==> config.mk <==
export PLATFORM = sky130hd
export DESIGN_NAME = dp_alu
export DESIGN_NICKNAME = d
export VERILOG_FILES = /design/src/rtl/dp_alu_pkg.sv /design/src/rtl/dp_alu_decode.sv /design/src/rtl/dp_alu_adder.sv /design/src/rtl/dp_alu_logic.sv /design/src/rtl/dp_alu_flags.sv /design/src/rtl/dp_alu.sv
export SDC_FILE = /design/constraint.sdc
export NUM_CORES = 1
export LEC_CHECK = 0
export BUFFER_PORTS_ARGS = -buffer_cell sky130_fd_sc_hd__buf_4
export CAP_MARGIN = 10
export CORE_ASPECT_RATIO = 0.5
export CORE_MARGIN = 5
export CORE_UTILIZATION = 45
export DETAILED_ROUTE_END_ITERATION = 8
export PLACE_DENSITY = 0.7
export SLEW_MARGIN = 30
export SYNTH_ARGS = -nofsm -noshare
export SYNTH_HDL_FRONTEND = slang
export SYNTH_HIERARCHICAL = 1
export SYNTH_SLANG_ARGS = --single-unit
==> constraint.sdc <==
create_clock -name vclk -period 15.8
set_input_delay 3.16 -clock vclk [all_inputs]
set_output_delay 3.16 -clock vclk [all_outputs]
set_load 0.05 [all_outputs]
==> src/rtl/dp_alu_pkg.sv <==
package dp_alu_pkg;
   typedef enum logic [3:0] {
      OP_AND   = 4'h0, OP_XOR   = 4'h1, OP_SUB   = 4'h2, OP_RSUB  = 4'h3,
      OP_ADD   = 4'h4, OP_ADDC  = 4'h5, OP_SUBC  = 4'h6, OP_RSUBC = 4'h7,
      OP_TAND  = 4'h8, OP_TXOR  = 4'h9, OP_CSUB  = 4'hA, OP_CADD  = 4'hB,
      OP_OR    = 4'hC, OP_PASSB = 4'hD, OP_ANDN  = 4'hE, OP_NOTB  = 4'hF
   } dp_op_e;

   typedef enum logic [1:0] {
      FC_LOGIC = 2'd0,
      FC_ADD   = 2'd1,
      FC_SUB   = 2'd2,
      FC_RSUB  = 2'd3
   } flag_class_e;

   typedef enum logic [1:0] {
      CI_ZERO = 2'd0,
      CI_ONE  = 2'd1,
      CI_FLAG = 2'd2
   } cin_sel_e;
endpackage

==> src/rtl/dp_alu_decode.sv <==
module dp_alu_decode
   import dp_alu_pkg::*;
(
   input  logic [3:0]  op_code,
   output flag_class_e fclass,
   output logic        swap_ops,
   output logic        invert_y,
   output cin_sel_e    cin_sel,
   output logic        dest_we
);
   always_comb begin
      fclass   = FC_LOGIC;
      swap_ops = 1'b0;
      invert_y = 1'b0;
      cin_sel  = CI_ZERO;
      unique case (dp_op_e'(op_code))
         OP_ADD, OP_CADD: fclass = FC_ADD;
         OP_ADDC: begin
            fclass  = FC_ADD;
            cin_sel = CI_FLAG;
         end
         OP_SUB, OP_CSUB: begin
            fclass   = FC_SUB;
            invert_y = 1'b1;
            cin_sel  = CI_ONE;
         end
         OP_SUBC: begin
            fclass   = FC_SUB;
            invert_y = 1'b1;
            cin_sel  = CI_FLAG;
         end
         OP_RSUB: begin
            fclass   = FC_RSUB;
            swap_ops = 1'b1;
            invert_y = 1'b1;
            cin_sel  = CI_ONE;
         end
         OP_RSUBC: begin
            fclass   = FC_RSUB;
            swap_ops = 1'b1;
            invert_y = 1'b1;
            cin_sel  = CI_FLAG;
         end
         default: fclass = FC_LOGIC;
      endcase
      dest_we = (op_code[3:2] != 2'b10);
   end
endmodule

==> src/rtl/dp_alu_adder.sv <==
module dp_alu_adder #(
   parameter int WIDTH  = 32,
   parameter bit RIPPLE = 1'b0
) (
   input  logic [WIDTH-1:0] x,
   input  logic [WIDTH-1:0] y,
   input  logic             cin,
   output logic [WIDTH-1:0] sum,
   output logic             cout
);
   generate
      if (RIPPLE) begin : g_ripple
         logic [WIDTH:0] chain;
         assign chain[0] = cin;
         for (genvar i = 0; i < WIDTH; i++) begin : g_bit
            assign sum[i]     = x[i] ^ y[i] ^ chain[i];
            assign chain[i+1] = (x[i] & y[i]) | (chain[i] & (x[i] ^ y[i]));
         end
         assign cout = chain[WIDTH];
      end else begin : g_fast
         assign {cout, sum} = {1'b0, x} + {1'b0, y} + {{WIDTH{1'b0}}, cin};
      end
   endgenerate
endmodule

==> src/rtl/dp_alu_logic.sv <==
module dp_alu_logic #(
   parameter int WIDTH = 32
) (
   input  logic [3:0]       op_code,
   input  logic [WIDTH-1:0] a,
   input  logic [WIDTH-1:0] b,
   output logic [WIDTH-1:0] y
);
   always_comb begin
      unique case (op_code)
         4'h0, 4'h8: y = a & b;
         4'h1, 4'h9: y = a ^ b;
         4'hC:       y = a | b;
         4'hD:       y = b;
         4'hE:       y = a & ~b;
         4'hF:       y = ~b;
         default:    y = '0;
      endcase
   end
endmodule

==> src/rtl/dp_alu_flags.sv <==
module dp_alu_flags
   import dp_alu_pkg::*;
#(
   parameter int WIDTH = 32
) (
   input  flag_class_e      fclass,
   input  logic             set_flags,
   input  logic [WIDTH-1:0] res,
   input  logic             add_cout,
   input  logic             x_msb,
   input  logic             y_msb,
   input  logic             shift_carry,
   input  logic             n_in,
   input  logic             z_in,
   input  logic             c_in,
   input  logic             v_in,
   output logic             n_out,
   output logic             z_out,
   output logic             c_out,
   output logic             v_out
);
   localparam int MSB = WIDTH - 1;
   logic arith;
   logic ovf;

   assign arith = (fclass != FC_LOGIC);
   // Operand signs agree while the sum sign differs: signed overflow.
   assign ovf   = (x_msb == y_msb) && (res[MSB] != x_msb);

   always_comb begin
      if (set_flags) begin
         n_out = res[MSB];
         z_out = (res == '0);
         c_out = arith ? add_cout : shift_carry;
         v_out = arith ? ovf : v_in;
      end else begin
         n_out = n_in;
         z_out = z_in;
         c_out = c_in;
         v_out = v_in;
      end
   end
endmodule

==> src/rtl/dp_alu.sv <==
module dp_alu
   import dp_alu_pkg::*;
#(
   parameter int WIDTH  = 32,
   parameter bit RIPPLE = 1'b0
) (
   input  logic [3:0]       op_code,
   input  logic [WIDTH-1:0] opnd_a,
   input  logic [WIDTH-1:0] opnd_b,
   input  logic             carry_in,
   input  logic             shift_carry,
   input  logic             n_in,
   input  logic             z_in,
   input  logic             v_in,
   input  logic             set_flags,
   output logic [WIDTH-1:0] result,
   output logic             dest_we,
   output logic             n_out,
   output logic             z_out,
   output logic             c_out,
   output logic             v_out
);
   localparam int MSB = WIDTH - 1;

   generate
      if (WIDTH < 2) begin : g_bad_width
         $error("dp_alu: WIDTH must be at least 2");
      end
   endgenerate

   flag_class_e      fclass;
   logic             swap_ops;
   logic             invert_y;
   cin_sel_e         cin_sel;
   logic [WIDTH-1:0] add_x;
   logic [WIDTH-1:0] add_y;
   logic             add_cin;
   logic [WIDTH-1:0] add_sum;
   logic             add_cout;
   logic [WIDTH-1:0] logic_res;

   dp_alu_decode u_decode (
      .op_code  (op_code),
      .fclass   (fclass),
      .swap_ops (swap_ops),
      .invert_y (invert_y),
      .cin_sel  (cin_sel),
      .dest_we  (dest_we)
   );

   // Subtraction is x + ~y + cin; the borrow-in of the carry forms is !C,
   // which this form absorbs by feeding C straight in as cin.
   assign add_x = swap_ops ? opnd_b : opnd_a;
   assign add_y = invert_y ? ~(swap_ops ? opnd_a : opnd_b)
                           :  (swap_ops ? opnd_a : opnd_b);

   always_comb begin
      unique case (cin_sel)
         CI_ONE:  add_cin = 1'b1;
         CI_FLAG: add_cin = carry_in;
         default: add_cin = 1'b0;
      endcase
   end

   dp_alu_adder #(.WIDTH(WIDTH), .RIPPLE(RIPPLE)) u_adder (
      .x    (add_x),
      .y    (add_y),
      .cin  (add_cin),
      .sum  (add_sum),
      .cout (add_cout)
   );

   dp_alu_logic #(.WIDTH(WIDTH)) u_logic (
      .op_code (op_code),
      .a       (opnd_a),
      .b       (opnd_b),
      .y       (logic_res)
   );

   assign result = (fclass == FC_LOGIC) ? logic_res : add_sum;

   dp_alu_flags #(.WIDTH(WIDTH)) u_flags (
      .fclass      (fclass),
      .set_flags   (set_flags),
      .res         (result),
      .add_cout    (add_cout),
      .x_msb       (add_x[MSB]),
      .y_msb       (add_y[MSB]),
      .shift_carry (shift_carry),
      .n_in        (n_in),
      .z_in        (z_in),
      .c_in        (carry_in),
      .v_in        (v_in),
      .n_out       (n_out),
      .z_out       (z_out),
      .c_out       (c_out),
      .v_out       (v_out)
   );
endmodule

; Word-level counts from Yosys, hierarchy flattened
; Index checks and enable logic that the tools add are counted.
[word_totals]
register_bits = 0
word_cells = 57
[classes]
mux = 16
eq_ne = 20
bitwise_logic = 6
addsub = 2
n_reduce_logical = 13
[ops]
columns = op, count
row1 = $pmux 32 s6, 1
row2 = $mux 32, 4
row3 = $and 32x32->32, 2
row4 = $not 32->32, 2
row5 = $add 32x32->33, 1
row6 = $add 33x1->33, 1
row7 = $eq 4x4->1 const B, 8
row8 = $logic_not 32->1, 1
row9 = $or 32x32->32, 1
row10 = $xor 32x32->32, 1
row11 = $eq 4x3->1 const B, 4
row12 = $reduce_or 3->1, 4
row13 = $eq 4x2->1 const B, 2
row14 = $mux 1, 8
row15 = $pmux 2 s3, 1
row16 = $reduce_or 2->1, 3
row17 = $reduce_or 5->1, 1
row18 = $eq 4x1->1 const B, 1
row19 = $logic_not 4->1, 1
row20 = $pmux 2 s2, 1
row21 = $eq 2x1->1 const B, 1
row22 = $eq 2x2->1 const B, 1
row23 = $logic_not 2->1, 1
row24 = $ne 2x2->1 const B, 1
row25 = other kinds (5), 5

; Logic depth before layout (Yosys ltp)
[logic_depth]
word_depth = 13
ltp_mapped = 18
mapped_depth_nobuf = 18

; Hierarchy
; Netlist, hierarchy kept.
[modules_own_cells]
columns = module, cells_each, area_per_inst_um2, n_inst, seq_area_each_um2
row1 = dp_alu_logic, 294, 2519.9, 1, 0.0
row2 = dp_alu_adder, 276, 1945.6, 1, 0.0
row3 = dp_alu, 149, 1501.4, 1, 0.0
row4 = dp_alu_flags, 24, 198.9, 1, 0.0
row5 = dp_alu_decode, 13, 82.6, 1, 0.0

; Worst setup path before layout
; Ideal clock, no wire load.
[synth_timing]
kind = input port to output port
start = input port op_code[0]
end = output port z_out
path_buffers = 2
setup_slack_ns = 5.203
t_required_ns = 12.640
arrival_ns = 7.437
cell_stages = 17
path_cell_list = nand2_1 > nor2_1 > buf_6 > buf_8 > mux2_2 > fa_1 > fa_1 > a21oi_1 > o211ai_1 > and3b_2 > o2111a_1 > nor4_1 > nor3_1 > mux2_2 > nor4b_2 > nand4_1 > o31ai_2
[synth_via]
elab_cells_between_ends = 42
cone_classes = 2 x add/sub / 17 x eq/ne / 11 x mux / 1 x bitwise / 11 x reduce/logical
[synth_lines]
columns = element, line
row1 = "start, declared", dp_alu.sv:7  ; input logic [3:0] op_code,
row2 = $eq 4x2->1 or $eq 4x3->1 (tied branches), dp_alu_decode.sv:16  ; unique case (dp_op_e'(op_code))
row3 = $reduce_or 2->1 (no source line) *, n/a
row4 = $mux 1 *, dp_alu_decode.sv:16
row5 = net swap_ops, dp_alu.sv:32  ; logic swap_ops;
row6 = $mux 32 *, dp_alu.sv:53  ; assign add_x = swap_ops ? opnd_b : opnd_a;
row7 = net add_x[0], dp_alu.sv:35  ; logic [WIDTH-1:0] add_x;
row8 = $add 32x32->33 *, dp_alu_adder.sv:21  ; assign {cout, sum} = {1'b0, x} + {1'b0, y} + {{WIDTH{1'b0}}, cin};
row9 = $add 33x1->33 *, dp_alu_adder.sv:21
row10 = net add_sum[30], dp_alu.sv:38  ; logic [WIDTH-1:0] add_sum;
row11 = $mux 32 *, dp_alu.sv:80  ; assign result = (fclass == FC_LOGIC) ? logic_res : add_sum;
row12 = net result[30], dp_alu.sv:16  ; output logic [WIDTH-1:0] result,
row13 = $logic_not 32->1 *, dp_alu_flags.sv:33  ; z_out = (res == '0);
row14 = $mux 1 *, dp_alu_flags.sv:31  ; if (set_flags) begin
row15 = "end, declared", dp_alu.sv:19  ; output logic z_out,
; The timed path passes the listed nets; every way through them passes the cells marked *.

; Worst setup path in the final report
[layout_timing]
start = input port op_code[0]
end = output port z_out
[layout_via]
elab_chain_len = 11
elab_cells_between_ends = 42
cone_classes = 2 x add/sub / 17 x eq/ne / 11 x mux / 1 x bitwise / 11 x reduce/logical
[layout_lines]
columns = element, line
row1 = $eq 4x2->1 or $eq 4x3->1 (tied branches), dp_alu_decode.sv:16
row2 = $reduce_or 2->1 (no source line) *, n/a
row3 = $mux 1 *, dp_alu_decode.sv:16
row4 = net swap_ops, dp_alu.sv:32
row5 = $mux 32 *, "dp_alu.sv:54, dp_alu.sv:55"
row6 = $not 32->32, dp_alu.sv:54  ; assign add_y = invert_y ? ~(swap_ops ? opnd_a : opnd_b)
row7 = $mux 32 *, dp_alu.sv:54
row8 = net add_y[0], dp_alu.sv:36  ; logic [WIDTH-1:0] add_y;
row9 = $add 32x32->33 *, dp_alu_adder.sv:21
row10 = $add 33x1->33 *, dp_alu_adder.sv:21
row11 = net add_sum[30], dp_alu.sv:38
row12 = $mux 32 *, dp_alu.sv:80
row13 = $logic_not 32->1 *, dp_alu_flags.sv:33
row14 = $mux 1 *, dp_alu_flags.sv:31
; Marks and branches as above.

==> results.md <==
- Total Wirelength: between 15,000 and 20,000 um
- DIE HEIGHT: 93.3 um
- Grt ovf: 0
- CP required: 12.64 ns
- Hold Crit Depth: 4
- Antenna diodes: 0
- Io pins: between 100 and 150
- Area of the multi-input gates: approximately 5700 um2
- Hold slack final: 6.69 ns
- Initial antenna violation count: 0
- Layout fillers: around 1,300
- Die Wd: between 150 and 200 um
- Startpoint types: input pin
- Post-Synthesis Net Count: between 800 and 900
- First-pass GRT wire length: 31,000 um
- Cell taking the most area after synthesis: ha_1
- Mapped cell area: 6250 um2
- Number of clock buffers in the layout: 0
- Row count: 30
- Top-count cell post-synth: inv_1
- Critical path type: input pin to primary output
- Place WS: ~4.3 ns
- Post-Place Cells: around 1,000
- Seq cells: 0
- Fin util: 0.522
- Gpl congestion: slightly above 0.9
- Crit path arrival time: 8.33 ns
- Initial core utilization: 0.460
- Core Box Area: around 14,000 um2
- Pleak: around 3.0 nW
- Final setup TNS: 0 ns
- Largest net degree at the start of global routing: 65
- CP Capture Type: primary output
- Warnings from Yosys: 6
- Via count: 6,141
- Total track usage: 0.227
- CTS resizes: 0
- Synth unique cells: between 70 and 80
- Routed Antenna Nets: 0
- Area grow syn2layout: 13.6%
- Power, Total: between 500 and 600 uW
- RSZ-0062 raised after global routing: no
- Cell Area, Placed: roughly 7100 um2
- Slew Viols, Final: 0
- Final worst slack: 4.31 ns
- Slew @ Worst Pin: 0.941 ns
- FMAX: a little under 0.09 GHz
- Crit-path max FO: between 60 and 70
- DRC viols: 0
- Final Instance Area: between 7000 and 8000 um2
- Final setup viols: 0
- Sequential area share after synthesis: 0
- Final HPWL DP: between 15,000 and 20,000 um
- Worst Hold Endpoint: v_out
- Hold_sp: v_in
- Wire length per cell: 19.3 um
- Share of post-route cells with drive strength above 1: 0.333
- Status: complete, no violations
- Share of the synthesized area in the top cell type: 0.130
- Maximum VDD drop: 63.6 uV
- Post-synth top cells: inv_1, mux2i_1, ha_1, mux2_2, xnor2_1
- Final Hold Fails: 0
- Power density over cell area: around 72 nW/um2
- Hold Buf Count CTS: 0
- Synth top area cells: ha_1, mux2_2, mux2i_1, o221ai_2, xnor2_1
- Max Cap Viol: 0
- Synth Instances: approximately 760
- Slew headroom: 0.371
- Vias per std cell: between 6 and 7
- First-pass DRT Iterations: 5
- Syn Area/Cell: about 8.3 um2
- Post-CTS setup buffers: 0
- Tcrit/Tclk final: 0.727
- Nets: 967
- Final min period: 11.49 ns
- Worst Hold Class: input pin to primary output
- Number of port buffers: 111
- Die area: approximately 16,000 um2
- DR iter-0 viols: 436
- Crit. Startpoint: op_code[0]
- Vias in the first global route: slightly below 6,000
- Non-filler cells, final: ~1,000
- Register area: 0 um2
[worst max-delay path by stage]
stage	to	slack (ns)	cells past startpoint
finish	z_out	4.31	19
detailed placement	z_out	4.32	19
global placement	z_out	4.42	19
global route	z_out	3.91	19
CTS	z_out	4.32	19
floorplan	z_out	5.20	17
[cells in the final DEF, fill, tap and decap left out, types with 4 or more instances in the layout]
cell,count
a211oi_1,5
a21o_1,14
a21oi_1,37
a22oi_2,30
and2_1,6
and3_1,6
buf_4,119
ha_1,65
inv_1,69
mux2_2,62
mux2i_1,66
nand2_1,33
nand2b_1,35
nand3_1,5
nand4_1,6
nor2_1,28
nor2b_1,7
nor3_1,5
nor4_1,5
o21a_1,6
o21ai_0,20
o21bai_1,4
o221ai_2,30
o22a_1,31
o31ai_1,4
xnor2_1,46
xor2_1,10
[cells by family (layout without fill, tap and decap cells)]
family,after synthesis,after routing,share of synthesized area
buf+inv,121,189,0.0957
fa+ha+maj,67,67,0.137
xor+xnor,56,56,0.0785
simple gates,165,165,0.153
mux,131,131,0.223
compound gates,216,216,0.314
[power by group]
part / leakage, nW / total (mW) / internal, mW / switching [mW]
clock network: 0 / 0 / 0 / 0
registers: 0 / 0 / 0 / 0
logic: 3.04 / 0.512 / 0.192 / 0.320
[final cells by class]
class	count	share of cell area
multi-input combinational	635	0.800
timing repair buffer	120	0.130
inverter	69	0.0365
tap	192	0.0339
[critical path: stages]
cell and delay (ns):
buf_4 0.37, nand2_1 0.16, nor2_4 0.09, buf_4 0.70, mux2i_1 0.31, xnor2_1 0.12, fa_1 0.48, fa_1 0.42
a21oi_1 0.26, o211ai_1 0.17, and3b_2 0.28, o2111a_1 0.26, nor4_1 0.23, nor3_1 0.08, mux2_2 0.28, nor4b_2 0.27
nand4_1 0.14, o31ai_2 0.27, buf_4 0.24
[per-layer routing]
metal  routed length (um)  vias to the layer above  GRT usage
li1                     -                     2951          -
met1                 9490                     2968      0.333
met2                 8470                      193      0.365
met3                 1190                       29     0.0137
met4                  444                        0     0.0528
met5                    0                        -          0
(Power assumes the default switching activity.)
